File: config.mk
export PLATFORM = sky130hd
export DESIGN_NAME = thread_btb
export DESIGN_NICKNAME = d
export VERILOG_FILES = /design/src/rtl/btb_pkg.sv /design/src/rtl/btb_index_hash.sv /design/src/rtl/btb_store.sv /design/src/rtl/btb_match.sv /design/src/rtl/thread_btb.sv
export SDC_FILE = /design/constraint.sdc
export NUM_CORES = 1
export LEC_CHECK = 0
export BUFFER_PORTS_ARGS = -buffer_cell sky130_fd_sc_hd__buf_2
export CORE_MARGIN = 2
export CORE_UTILIZATION = 45
export CTS_CLUSTER_SIZE = 28
export DETAILED_ROUTE_END_ITERATION = 10
export PLACE_DENSITY_LB_ADDON = 0.12
export SYNTH_ARGS = -nofsm -noshare
export SYNTH_HDL_FRONTEND = slang
export SYNTH_SLANG_ARGS = --single-unit
File: constraint.sdc
create_clock -name clk -period 3.7 [get_ports clk]
set_clock_uncertainty 0.15 [all_clocks]
set_input_delay 0.74 -clock clk [delete_from_list [all_inputs] [get_ports clk]]
set_output_delay 0.74 -clock clk [all_outputs]
set_load 0.02 [all_outputs]
File: src/rtl/btb_pkg.sv
// Package: shared helpers for the thread-tagged branch target buffer.
// Assumes: called only with elaboration-time constants.
package btb_pkg;

    // True when v is a positive power of two.
    function automatic bit is_pow2(input int v);
        return (v > 0) && ((v & (v - 1)) == 0);
    endfunction

    // Width that holds a thread ID; never less than one bit.
    function automatic int tid_width(input int threads);
        return (threads > 1) ? $clog2(threads) : 1;
    endfunction

endpackage

File: src/rtl/btb_index_hash.sv
// Module: btb_index_hash
// Splits a PC into the entry index and the tag. When HASH_EN is set and
// there is more than one thread, it folds the thread ID into the top
// TH_BITS bits of the index.
// Assumes: PC_W >= SHIFT + IDX_W + TAG_W and TH_BITS <= IDX_W.
module btb_index_hash #(
    parameter int PC_W    = 32,
    parameter int IDX_W   = 4,
    parameter int TAG_W   = 8,
    parameter int TID_W   = 2,
    parameter int TH_BITS = 2,
    parameter int SHIFT   = 2,
    parameter bit HASH_EN = 1'b1
) (
    input  logic [PC_W-1:0]  pc,
    input  logic [TID_W-1:0] tid,
    output logic [IDX_W-1:0] idx,
    output logic [TAG_W-1:0] tag
);
    localparam int TAG_LSB = SHIFT + IDX_W;

    logic [IDX_W-1:0] raw_idx;
    logic             unused_bits;

    // Index bits sit just above the instruction offset.
    assign raw_idx = pc[SHIFT +: IDX_W];
    // Tag bits sit just above the index bits.
    assign tag     = pc[TAG_LSB +: TAG_W];
    // Offset bits and high PC bits are intentionally ignored.
    assign unused_bits = ^{pc, tid};

    generate
        if (HASH_EN && (TH_BITS > 0)) begin : g_hash
            localparam int TSH = IDX_W - TH_BITS;
            // Spread threads by XORing their ID into the top index bits.
            assign idx = raw_idx ^ (IDX_W'(tid) << TSH);
        end else begin : g_plain
            // No thread spreading: the index comes from the PC alone.
            assign idx = raw_idx;
        end
    endgenerate
endmodule

File: src/rtl/btb_store.sv
// Module: btb_store
// Register array of ENTRIES entries holding valid, tag, owner thread and
// target. One write port and one combinational read port. A read during a
// write to the same entry returns the old contents.
// Assumes: synchronous active-low reset clears the valid bits only.
module btb_store #(
    parameter int ENTRIES = 16,
    parameter int IDX_W   = 4,
    parameter int TAG_W   = 8,
    parameter int TID_W   = 2,
    parameter int TGT_W   = 32
) (
    input  logic             clk,
    input  logic             rst_n,
    input  logic             we,
    input  logic [IDX_W-1:0] widx,
    input  logic [TAG_W-1:0] wtag,
    input  logic [TID_W-1:0] wtid,
    input  logic [TGT_W-1:0] wtgt,
    input  logic [IDX_W-1:0] ridx,
    output logic             rvalid,
    output logic [TAG_W-1:0] rtag,
    output logic [TID_W-1:0] rtid,
    output logic [TGT_W-1:0] rtgt
);
    logic [ENTRIES-1:0] valid_q;
    logic [TAG_W-1:0]   tag_q [ENTRIES];
    logic [TID_W-1:0]   tid_q [ENTRIES];
    logic [TGT_W-1:0]   tgt_q [ENTRIES];

    // Valid bits: cleared by reset, set by any write.
    always_ff @(posedge clk) begin
        if (!rst_n) begin
            valid_q <= '0;
        end else if (we) begin
            valid_q[widx] <= 1'b1;
        end
    end

    // Payload fields: overwritten on every write, with no reset needed.
    always_ff @(posedge clk) begin
        if (rst_n && we) begin
            tag_q[widx] <= wtag;
            tid_q[widx] <= wtid;
            tgt_q[widx] <= wtgt;
        end
    end

    // Combinational read of the selected entry.
    assign rvalid = valid_q[ridx];
    assign rtag   = tag_q[ridx];
    assign rtid   = tid_q[ridx];
    assign rtgt   = tgt_q[ridx];

    AST_WRITE_SETS_VALID: assert property (@(posedge clk) disable iff (!rst_n)
        $past(rst_n) && $past(we) |-> valid_q[$past(widx)]);

    AST_RESET_EMPTIES: assert property (@(posedge clk) disable iff (!rst_n)
        $rose(rst_n) |-> (valid_q == '0));
endmodule

File: src/rtl/btb_match.sv
// Module: btb_match
// Decides hit from the entry's valid bit, tag and owner thread. Forces the
// target to zero on a miss.
// Assumes: purely combinational, fed by btb_store and btb_index_hash.
module btb_match #(
    parameter int TAG_W = 8,
    parameter int TID_W = 2,
    parameter int TGT_W = 32
) (
    input  logic             e_valid,
    input  logic [TAG_W-1:0] e_tag,
    input  logic [TID_W-1:0] e_tid,
    input  logic [TGT_W-1:0] e_tgt,
    input  logic [TAG_W-1:0] q_tag,
    input  logic [TID_W-1:0] q_tid,
    output logic             hit,
    output logic [TGT_W-1:0] target
);
    // A hit needs valid, equal tag and the same owner thread.
    always_comb begin
        hit    = e_valid && (e_tag == q_tag) && (e_tid == q_tid);
        target = hit ? e_tgt : '0;
    end
endmodule

File: src/rtl/thread_btb.sv
// Module: thread_btb (top)
// Direct-mapped branch target buffer shared by THREADS hardware threads.
// Lookup is combinational. An update writes at the next rising edge.
// Assumes: ENTRIES and THREADS are powers of two,
// log2(THREADS) <= log2(ENTRIES), and PC_W >= SHIFT + log2(ENTRIES) + TAG_W.
module thread_btb #(
    parameter int PC_W    = 32,
    parameter int ENTRIES = 16,
    parameter int TAG_W   = 8,
    parameter int SHIFT   = 2,
    parameter int THREADS = 4,
    parameter bit HASH_EN = 1'b1,
    localparam int TID_W  = btb_pkg::tid_width(THREADS)
) (
    input  logic             clk,
    input  logic             rst_n,
    input  logic [PC_W-1:0]  lk_pc,
    input  logic [TID_W-1:0] lk_tid,
    output logic             lk_hit,
    output logic [PC_W-1:0]  lk_target,
    input  logic             up_en,
    input  logic [PC_W-1:0]  up_pc,
    input  logic [TID_W-1:0] up_tid,
    input  logic [PC_W-1:0]  up_target
);
    localparam int IDX_W   = (ENTRIES > 1) ? $clog2(ENTRIES) : 1;
    localparam int TH_BITS = $clog2(THREADS);

    // Elaboration-time parameter checks.
    generate
        if (!btb_pkg::is_pow2(ENTRIES)) begin : g_bad_entries
            $error("thread_btb: ENTRIES must be a power of two");
        end
        if (!btb_pkg::is_pow2(THREADS)) begin : g_bad_threads
            $error("thread_btb: THREADS must be a power of two");
        end
        if (TH_BITS > IDX_W) begin : g_bad_hash
            $error("thread_btb: too many threads for the index width");
        end
        if (PC_W < SHIFT + IDX_W + TAG_W) begin : g_bad_pc
            $error("thread_btb: PC too narrow for offset, index and tag");
        end
    endgenerate

    logic [IDX_W-1:0] lk_idx, up_idx;
    logic [TAG_W-1:0] lk_tag, up_tag;
    logic             e_valid;
    logic [TAG_W-1:0] e_tag;
    logic [TID_W-1:0] e_tid;
    logic [PC_W-1:0]  e_tgt;

    btb_index_hash #(.PC_W(PC_W), .IDX_W(IDX_W), .TAG_W(TAG_W), .TID_W(TID_W),
                     .TH_BITS(TH_BITS), .SHIFT(SHIFT), .HASH_EN(HASH_EN))
    u_lk_hash (.pc(lk_pc), .tid(lk_tid), .idx(lk_idx), .tag(lk_tag));

    btb_index_hash #(.PC_W(PC_W), .IDX_W(IDX_W), .TAG_W(TAG_W), .TID_W(TID_W),
                     .TH_BITS(TH_BITS), .SHIFT(SHIFT), .HASH_EN(HASH_EN))
    u_up_hash (.pc(up_pc), .tid(up_tid), .idx(up_idx), .tag(up_tag));

    btb_store #(.ENTRIES(ENTRIES), .IDX_W(IDX_W), .TAG_W(TAG_W),
                .TID_W(TID_W), .TGT_W(PC_W))
    u_store (.clk(clk), .rst_n(rst_n), .we(up_en), .widx(up_idx),
             .wtag(up_tag), .wtid(up_tid), .wtgt(up_target),
             .ridx(lk_idx), .rvalid(e_valid), .rtag(e_tag), .rtid(e_tid),
             .rtgt(e_tgt));

    btb_match #(.TAG_W(TAG_W), .TID_W(TID_W), .TGT_W(PC_W))
    u_match (.e_valid(e_valid), .e_tag(e_tag), .e_tid(e_tid), .e_tgt(e_tgt),
             .q_tag(lk_tag), .q_tid(lk_tid), .hit(lk_hit), .target(lk_target));

    AST_MISS_ZERO: assert property (@(posedge clk) disable iff (!rst_n)
        !lk_hit |-> (lk_target == '0));

    AST_EMPTY_AFTER_RESET: assert property (@(posedge clk) disable iff (!rst_n)
        $rose(rst_n) |-> !lk_hit);

    AST_WRITE_THEN_HIT: assert property (@(posedge clk) disable iff (!rst_n)
        $past(rst_n) && $past(up_en) && (lk_pc == $past(up_pc)) &&
        (lk_tid == $past(up_tid))
        |-> lk_hit && (lk_target == $past(up_target)));
endmodule

After elaboration in Yosys (flattened, before gate mapping):

Memories as Yosys holds them, arrays and structs flattened.
Index checks and enable logic that the tools add are counted.

* add/subtract/negate cells: 0
* $mul: 0
* div/mod/pow operators: 0
* order comparisons: 3
* eq/ne operators: 2
* shifts and indexed selects: 0
* multiplexer cells: 7
* bitwise operators: 3
* reductions and logical operators: 4

Operator list (number)
* 2-to-1 mux 32 bit: 1
* OR 16 bit: 1
* < comparator 4 x 5 -> 1 bit, second input constant: 2
* equality test 8 bit: 1
* bitwise XOR 4 bit: 2
* binary-select mux 1 bit (select 4 bit): 1
* demux 1 bit (select 4 bit): 1
* greater-or-equal comparator 4 x 1 -> 1 bit, second input constant: 1
* logical AND 1 bit: 4
* 2-to-1 mux 1 bit: 4
* equality test 2 bit: 1

* register bits: 16
* bits in latches: 0
* RAM bits: 672
* memory bits (read-only): 0
* bits of input ports: 103
* output and inout bits: 33
* word-level logic and storage cells: 23
* memories: 3

Memory list
* u_store.tgt_q: depth 16, bits a word 32, rd ports 1, clocked after Yosys merged registers in 0, wr ports 1, line btb_store.sv:29 `logic [TGT_W-1:0] tgt_q [ENTRIES];`
* u_store.tag_q: depth 16, bits a word 8, rd ports 1, clocked after Yosys merged registers in 0, wr ports 1, line btb_store.sv:27 `logic [TAG_W-1:0] tag_q [ENTRIES];`
* u_store.tid_q: depth 16, bits a word 2, rd ports 1, clocked after Yosys merged registers in 0, wr ports 1, line btb_store.sv:28 `logic [TID_W-1:0] tid_q [ENTRIES];`

Depth between registers and ports, before layout:

Gate-level depths: netlist of the first run.

* depth in word-level cells: 6
* depth in mapped cells: 9
* mapped depth without buffers: 6

By module:

From an unflattened synthesis of the first run, not the netlist that was laid out.

* cells, all modules: 1211
* area, all modules: 26713.1 sq um

By module, submodules not included
* btb_store: instances 1, cells an instance 1091, area each 25753.4 sq um, sequential area each 20499.7 sq um
* btb_match: instances 1, cells an instance 96, area each 774.5 sq um, sequential area each 0.0 sq um
* btb_index_hash: instances 2, cells an instance 12, area each 92.6 sq um, sequential area each 0.0 sq um

Least setup slack after synthesis of the first run:

No wires, ideal clock.

* kind: in2out
* from: input lk_pc[3]
* to: output lk_target[0]
* arrival time: 2.996 ns
* data required time: 2.810 ns
* setup slack: -0.186 ns
* cell stages on the path: 8
* path buffers: 2
* path through: buf_2 clkbuf_1 mux4_2 mux2i_1 mux2i_1 xnor2_1 nand4_4 nor4b_1

* cells in the longest elaborated chain, start to end: 6
* elaborated cells on any way between the ends: 11
* those cells by class: eq/ne: 2; mux: 3; bitwise: 1; reduce/logical: 2; memory: 3

Ends and longest elaborated chain
* start, declared: line thread_btb.sv:17 `input logic [PC_W-1:0] lk_pc,`
* bitwise XOR 4 bit (*): line btb_index_hash.sv:36 `assign idx = raw_idx ^ (IDX_W'(tid) << TSH);`
* memory read (16 x 8 bit) / binary-select mux 1 bit (select 4 bit) (equally long branches)
* equality test 8 bit / 2-to-1 mux 1 bit (equally long branches): line btb_match.sv:21, btb_store.sv:50
* logical AND 1 bit (2 in a row): line btb_match.sv:21 `hit = e_valid && (e_tag == q_tag) && (e_tid == q_tid);`
* 2-to-1 mux 32 bit (*): line btb_match.sv:22 `target = hit ? e_tgt : '0;`
* end, declared: line thread_btb.sv:20 `output logic [PC_W-1:0] lk_target,`

Mark *: on every way between the ends. The rest lies on a longest branch, timed or not. The select of a mux whose other input is x is not followed.

Worst setup path in the final report of the first run:

* from: input lk_pc[2]
* to: output lk_target[4]

Same word-level chain as after synthesis.

==> flow_summary.ini, run 1 <==
[run_status]
outcome = complete, but fails checks
violations = negative setup slack

[min_path]
hp-class = reg -> reg

[place]
hpwl_mm = 31.3
routabilityCongestion = 0.702
place_inst = 1984
io_buffers = 95

[logic_synthesis]
synth_fa_ha_area_frac = 0
synthMuxAreaShare = 0.186
syn_inst = 1083
synth_area_per_cell_um2 = 24.7
synth_top_family_by_area = multiplexers
syn_nets = 1186
synth.distinct_cells = 32
yosysSeqAreaShare = 0.766
yosysWarnings = 0
yosys.area_share.simple = 0.0241
synth-compound-area-share = 0.00500
syn_area_um2 = 26800
synth-xor-area-share = 0.00622
synth_seq_cells = 688

[worst_setup_path]
crit_slowest_cell = mux4_2
cpMostUsedCell = buf_12
r2r_start = u_store.valid_q[4]
r2r-end = u_store.valid_q[4]
slowest_delay_ns = 0.40
crit_required_ns = 2.81
start_kind = input port
arrival_ns = 3.26
reg2reg_setup_slack_ns = 2.98
crit_family = buffers and inverters
endpoint_kind = output pin
crit_buf_inv = 7
cp-startpoint = lk_pc[2]
reg2regPathDepth = 1
worstPathMaxFanout = 7
critPathKind = in -> out
crit_path_end = lk_target[4]
crit_chain = buf_12, buf_12, buf_12, buf_6, buf_4, mux4_2, mux2i_1, mux2i_1, xnor2_1, nand4_4, buf_12, nor4b_4, buf_4
worst-path-stages = 13

[sta]
setup_viol = 33
finalMaxSlewViolations = 0
fin_ws_ns = -0.454
min_period_ns = 4.15
slew_headroom = 0.572
rsz0062_at_grt = true
max_clock_freq_mhz = 241
hold_violations = 0
tightest_slew_ns = 0.642
fin_crit_sh = 1.12

[floorplanning]
core-area_um2 = 58900
chipWidth_um = 248
die_h_um = 248
dieArea_um2 = 61400
ios = 136
fp-row-count = 89
start_util = 0.454

[pwr]
leakagePower_nw = 10.6
ir_drop_uv = 290
total_power_mw = 16.3
powerDensity_nw_per_um2 = 513

[clocking]
clk_pin_slew_ns = 0.06
ctsHoldBuffers = 0
clk-insertion-delay-late_ns = 0.58
numCtsBuffers = 71
cts-htree-levels = 3
root_buffer = clkbuf_16
clockBufferDepth = 3
cts_tree = yes
clock-sinks = 688

[global_route]
grt_pass1_vias = 12750
grt_first_pass_wirelength_mm = 86.0
gr-usage-all-layers = 0.199
antenna_found_initial = 6
grt-ovfl-total = 0
grt_max_degree = 58

[final_layout]
area_delta_synth_final_pct = 19.1
fin_cells = 2126
final_nets = 1405
drive_above_1_share = 0.401
fill_cells = 4394

[route]
drc_errors = 0
drtPass1Iterations = 5
vias = 12220
via_per_inst = 5.75
finalWirelength_mm = 59.4
post_drt_wl_per_cell_um = 27.9
ant_nets = 0
drt_iter0_drc = 883

[run]
drv_cap = 0
==> layout by cell type, fill, tap and decap left out, types with 2 or more instances in the layout <==
master / count
clkinv_1: 12
buf_16: 2
buf_4: 95
mux2i_2: 2
clkbuf_16: 75
nand2_1: 8
mux4_1: 15
nand4_4: 2
nand4_1: 2
xnor2_2: 2
xor2_1: 2
buf_2: 60
clkinv_2: 9
buf_8: 3
inv_6: 2
edfxtp_1: 672
clkbuf_1: 22
mux2i_1: 27
buf_6: 11
a21o_1: 16
nor2_4: 16
nor4b_4: 32
mux4_2: 189
xnor2_1: 9
buf_12: 33
xor2_4: 2
nor2_1: 2
dfxtp_1: 16
==> stage by stage <==
stage                     TNS (ns)  utilization  worst slack (ns)  hold WS (ns)  instance area (um^2)
after floorplan             -29.27            -            -0.184         0.268                 27000
after global placement      -20.16        0.497             -1.01         0.275                 29300
after detailed placement    -20.11        0.497            -0.995         0.284                 29300
after CTS                   -14.63        0.540            -0.520         0.297                 31800
after global routing        -16.84        0.541            -0.582         0.308                 31900
final                       -12.85        0.541            -0.454         0.298                 31900
==> sequential cells by signal, summed over array words and instances, names as in the netlist <==
signal / count
u_store.tgt_q: 512
u_store.tag_q: 128
u_store.tid_q: 32
u_store.valid_q: 16
==> what timing repair did <==
item,4_1_cts,5_1_grt
gates resized for setup,74,13
pin swaps,18,13
endpoints found under the setup margin,33,33
buffers inserted,15,3
gates cloned,1,1
==> layer usage <==
layer	routed length, um	track usage	share of wire	vias to the layer above
met1	27500	0.300	0.46	6688
met4	882	0.0498	0.015	8
met2	28300	0.305	0.48	289
li1	-	-	-	5156
met5	48	0	0.00081	-
met3	2700	0.0315	0.046	79
==> cell usage after synthesis <==
cell,instances,share of area
edfxtp_1,672,0.75
mux4_2,185,0.16
mux2i_1,29,0.011
nor4b_2,29,0.016
buf_2,26,0.0049
mux4_1,19,0.019
nor2_1,18,0.0025
clkbuf_1,17,0.0024
a21o_1,16,0.0045
dfxtp_1,16,0.012
xnor2_1,11,0.0036
nand2_1,8,0.0011
buf_4,6,0.0017
buf_6,5,0.0021
buf_1,3,0.00042
nor4b_1,3,0.00098
xor2_1,3,0.00098
nand4_1,2,0.00047
nor3_1,2,0.00037
buf_12,1,0.00075
buf_8,1,0.00056
mux2i_4,1,0.00084
nand2b_1,1,0.00023
nand4_2,1,0.00047
nand4_4,1,0.00079
nand4b_1,1,0.00033
o22ai_1,1,0.00023
o31ai_1,1,0.00028
or3_1,1,0.00023
or4_1,1,0.00028
xnor2_2,1,0.00061
xor2_4,1,0.0010
==> how the worst min path moves through the flow <==
stage / endpoint / from / slack, ns / cells past startpoint
floorplan: u_store.valid_q[4] / u_store.valid_q[4] / 0.27 / 1
global placement: u_store.valid_q[14] / u_store.valid_q[14] / 0.27 / 1
detailed placement: u_store.valid_q[2] / u_store.valid_q[2] / 0.28 / 1
CTS: u_store.valid_q[2] / u_store.valid_q[2] / 0.30 / 1
global route: u_store.valid_q[6] / u_store.valid_q[6] / 0.31 / 1
finish: u_store.valid_q[2] / u_store.valid_q[2] / 0.30 / 1
==> cell type report <==
| type | count | area [um^2] | share of cell area |
|---|---|---|---|
| clock buffers | 97 | 1950 | 0.0611 |
| flip-flops and latches | 688 | 20500 | 0.643 |
| well taps | 773 | 967 | 0.0303 |
| diodes | 1 | 2.50 | 0.0000785 |
| repair buffers | 205 | 1920 | 0.0603 |
| multi-input cells | 336 | 6390 | 0.201 |
| clock inverters | 26 | 140 | 0.00440 |
==> power by group <==
part	total [mW]	switching (mW)	internal, mW
registers	8.70	0.0255	8.68
clock network	6.49	2.81	3.68
logic	1.15	0.603	0.551
==> logic make-up after synthesis <==
kind of cell / count (synthesis)
muxes: 234
buffers and inverters: 59
AOI/OAI and AO/OA: 18
and+or+nand+nor: 68
DFF: 688
xor gates and xnor gates: 16
Note: power is estimated with default switching activity, not from simulation.
==> run 2, diff against run 1 <==
CORE_MARGIN = default   (was 2)
SYNTH_HIERARCHICAL = 1   (was default)
==> flow_summary.ini, run 2 <==
[run_status]
outcome = complete, but fails checks
violations = negative setup slack

[worst_setup_path]
start_kind = input port
endpoint_kind = output pin
arrival_ns = 3.18
worstPathMaxFanout = 7
r2r_start = u_store/valid_q[10]
reg2reg_setup_slack_ns = 2.97
reg2regPathDepth = 1
crit_required_ns = 2.81
r2r-end = u_store/valid_q[10]
critPathKind = in -> out

[logic_synthesis]
synth_seq_cells = 688
synth-edff-count = 672
synth_top_area_share = 0.755
yosysWarnings = 6
synth.distinct_cells = 26
syn_area_um2 = 26700
async_reset_ff_frac = 0
syn_nets = 1314
ys_top_cells_by_area = edfxtp_1 (76%), mux4_2 (15%), a22oi_1 (2.4%), nor4_2 (1.4%), dfxtp_1 (1.2%)
synth_area_per_cell_um2 = 22.1
synth.largest_area_cell = edfxtp_1
yosysSeqAreaShare = 0.767
yosys_most_used_dff = edfxtp_1
syn_inst = 1211
yosysMostFrequentCell = edfxtp_1
yosys-top-cells-count = edfxtp_1 (672), mux4_2 (172), a22oi_1 (86)

[final_layout]
largestRegisters = u_store/tgt_q (512), u_store/tag_q (128), u_store/tid_q (32)
drive_above_1_share = 0.409
final_cell_mix = edfxtp_1 (672), mux4_2 (172), buf_4 (125), clkbuf_16 (79), a22oi_1 (77)
final_common_cell = edfxtp_1
area_delta_synth_final_pct = 22.1
final_nets = 1538
largest_reg_flops = 512
utilization = 0.561
fin_cells = 2256
postLayoutCellArea_um2 = 32600
regMostFlops = u_store/tgt_q

[place]
hpwl_mm = 35.9
routabilityCongestion = 0.722
io_buffers = 95
dpl_cell_area_um2 = 29400
place_inst = 2097

[route]
finalWirelength_mm = 63.5
drt_iter0_drc = 883
drc_errors = 0
ant_nets = 0
post_drt_wl_per_cell_um = 28.1
via_per_inst = 5.83
vias = 13161
drtPass1Iterations = 4

[clocking]
cts_tree = yes
clock-sinks = 688
numCtsBuffers = 73
clk-insertion-delay-late_ns = 0.60
clockBufferDepth = 3
root_buffer = clkbuf_16
cts-htree-levels = 3
ctsHoldBuffers = 0
clk_pin_slew_ns = 0.06

[global_route]
grt_max_degree = 57
grt_pass1_vias = 13868
antenna_found_initial = 4
grt_first_pass_wirelength_mm = 93.1
grt-ovfl-total = 0
gr-usage-all-layers = 0.217

[sta]
rsz0062_at_grt = true
finalMaxSlewViolations = 0
min_period_ns = 4.07
tightest_slew_ns = 0.859
hold_violations = 0
slew_headroom = 0.427
fin_ws_ns = -0.367
max_clock_freq_mhz = 246
fin_crit_sh = 1.10
setup_viol = 33

[min_path]
hold_start = u_store/valid_q[11]
hp-class = reg -> reg
min_path_cells = 1
worstHoldEndpoint = u_store/valid_q[11]

[floorplanning]
fp-row-count = 88
chipWidth_um = 246
dieArea_um2 = 60300
ios = 136
start_util = 0.459
die_h_um = 246
core-area_um2 = 58100

[run]
drv_cap = 0

[pwr]
powerDensity_nw_per_um2 = 535
ir_drop_uv = 340
leakagePower_nw = 11.0
-- run 2: changes by cell type after synthesis, moves of 29 or more --
| cell | delta |
|---|---|
| nand3_1 | +34 |
| nor4b_2 | -29 |
| mux2i_1 | -29 |
| a22oi_1 | +86 |
| nand2_1 | +37 |
| nor4_2 | +30 |
-- run 2: area by class of cell --
| cell class | count | area [um^2] |
|---|---|---|
| antenna | 2 | 5.00 |
| clock buffer | 91 | 2000 |
| clock inverter | 38 | 347 |
| fill | 4450 | 25500 |
| multi-input combinational | 428 | 6410 |
| sequential | 688 | 20500 |
| tap | 765 | 957 |
| timing repair buffer | 244 | 2400 |
-- run 2: power breakdown --
group / switching [mW] / total [mW] / internal, mW
combinational: 0.899 / 1.59 / 0.688
clock: 2.92 / 7.17 / 4.25
sequential: 0.0265 / 8.70 / 8.68
-- run 2: cell families (layout without fill, tap and decap cells) --
family / count (synthesis) / count (layout) / share of synthesized area
AO/OA/AOI/OAI: 102 / 102 / 0.0287
XOR/XNOR: 13 / 13 / 0.00454
flip-flops: 688 / 688 / 0.767
multiplexers: 172 / 172 / 0.145
AND/OR/NAND/NOR: 141 / 141 / 0.0334
other: 0 / 2 / 0
buffers and inverters: 95 / 373 / 0.0209
-- run 2: worst max path at each step --
stage / start / to / slack (ns) / cells after the start
finish: lk_pc[2] / lk_target[1] / -0.37 / 14
floorplan: lk_pc[2] / lk_target[0] / -0.26 / 10
detailed placement: lk_pc[2] / lk_target[20] / -0.52 / 11
global route: lk_pc[2] / lk_target[1] / -0.47 / 14
CTS: lk_pc[2] / lk_target[1] / -0.44 / 14
global placement: lk_pc[2] / lk_target[20] / -0.51 / 11
-- run 2: repair_timing --
item                       CTS  global route
gates resized for setup     72            41
setup endpoints to repair   33            33
cloned                       4             1
buffers inserted            13            10
pin swaps                   19            29
-- run 2: per-layer routing --
layer / track usage / part of all wire / vias to the layer above
met5: 0 / 0.00046 / -
met1: 0.305 / 0.44 / 7172
met3: 0.0371 / 0.047 / 94
li1: - / - / 5585
met2: 0.350 / 0.49 / 306
met4: 0.0625 / 0.019 / 4
-- run 2: worst max-delay path: stages --
cell and delay, ns:
buf_12 0.11, buf_12 0.11, buf_12 0.13, buf_8 0.12, mux4_2 0.50, a22oi_2 0.13
nand2_1 0.10, xnor2_1 0.14, buf_4 0.14, nand3_4 0.12, buf_12 0.19, buf_6 0.12
nor4_4 0.31, buf_4 0.20
-- run 2: per-stage QoR --
| stage | hold slack, ns | total power [mW] | setup WS [ns] | setup TNS, ns |
|---|---|---|---|---|
| floorplan | 0.271 | 9.64 | -0.262 | -51.11 |
| global placement | 0.278 | 10.2 | -0.506 | -15.38 |
| detailed placement | 0.287 | 10.2 | -0.525 | -16.04 |
| CTS | 0.301 | 17.6 | -0.439 | -12.29 |
| global route | 0.313 | 18.0 | -0.471 | -12.42 |
| finish | 0.301 | 17.5 | -0.367 | -9.03 |
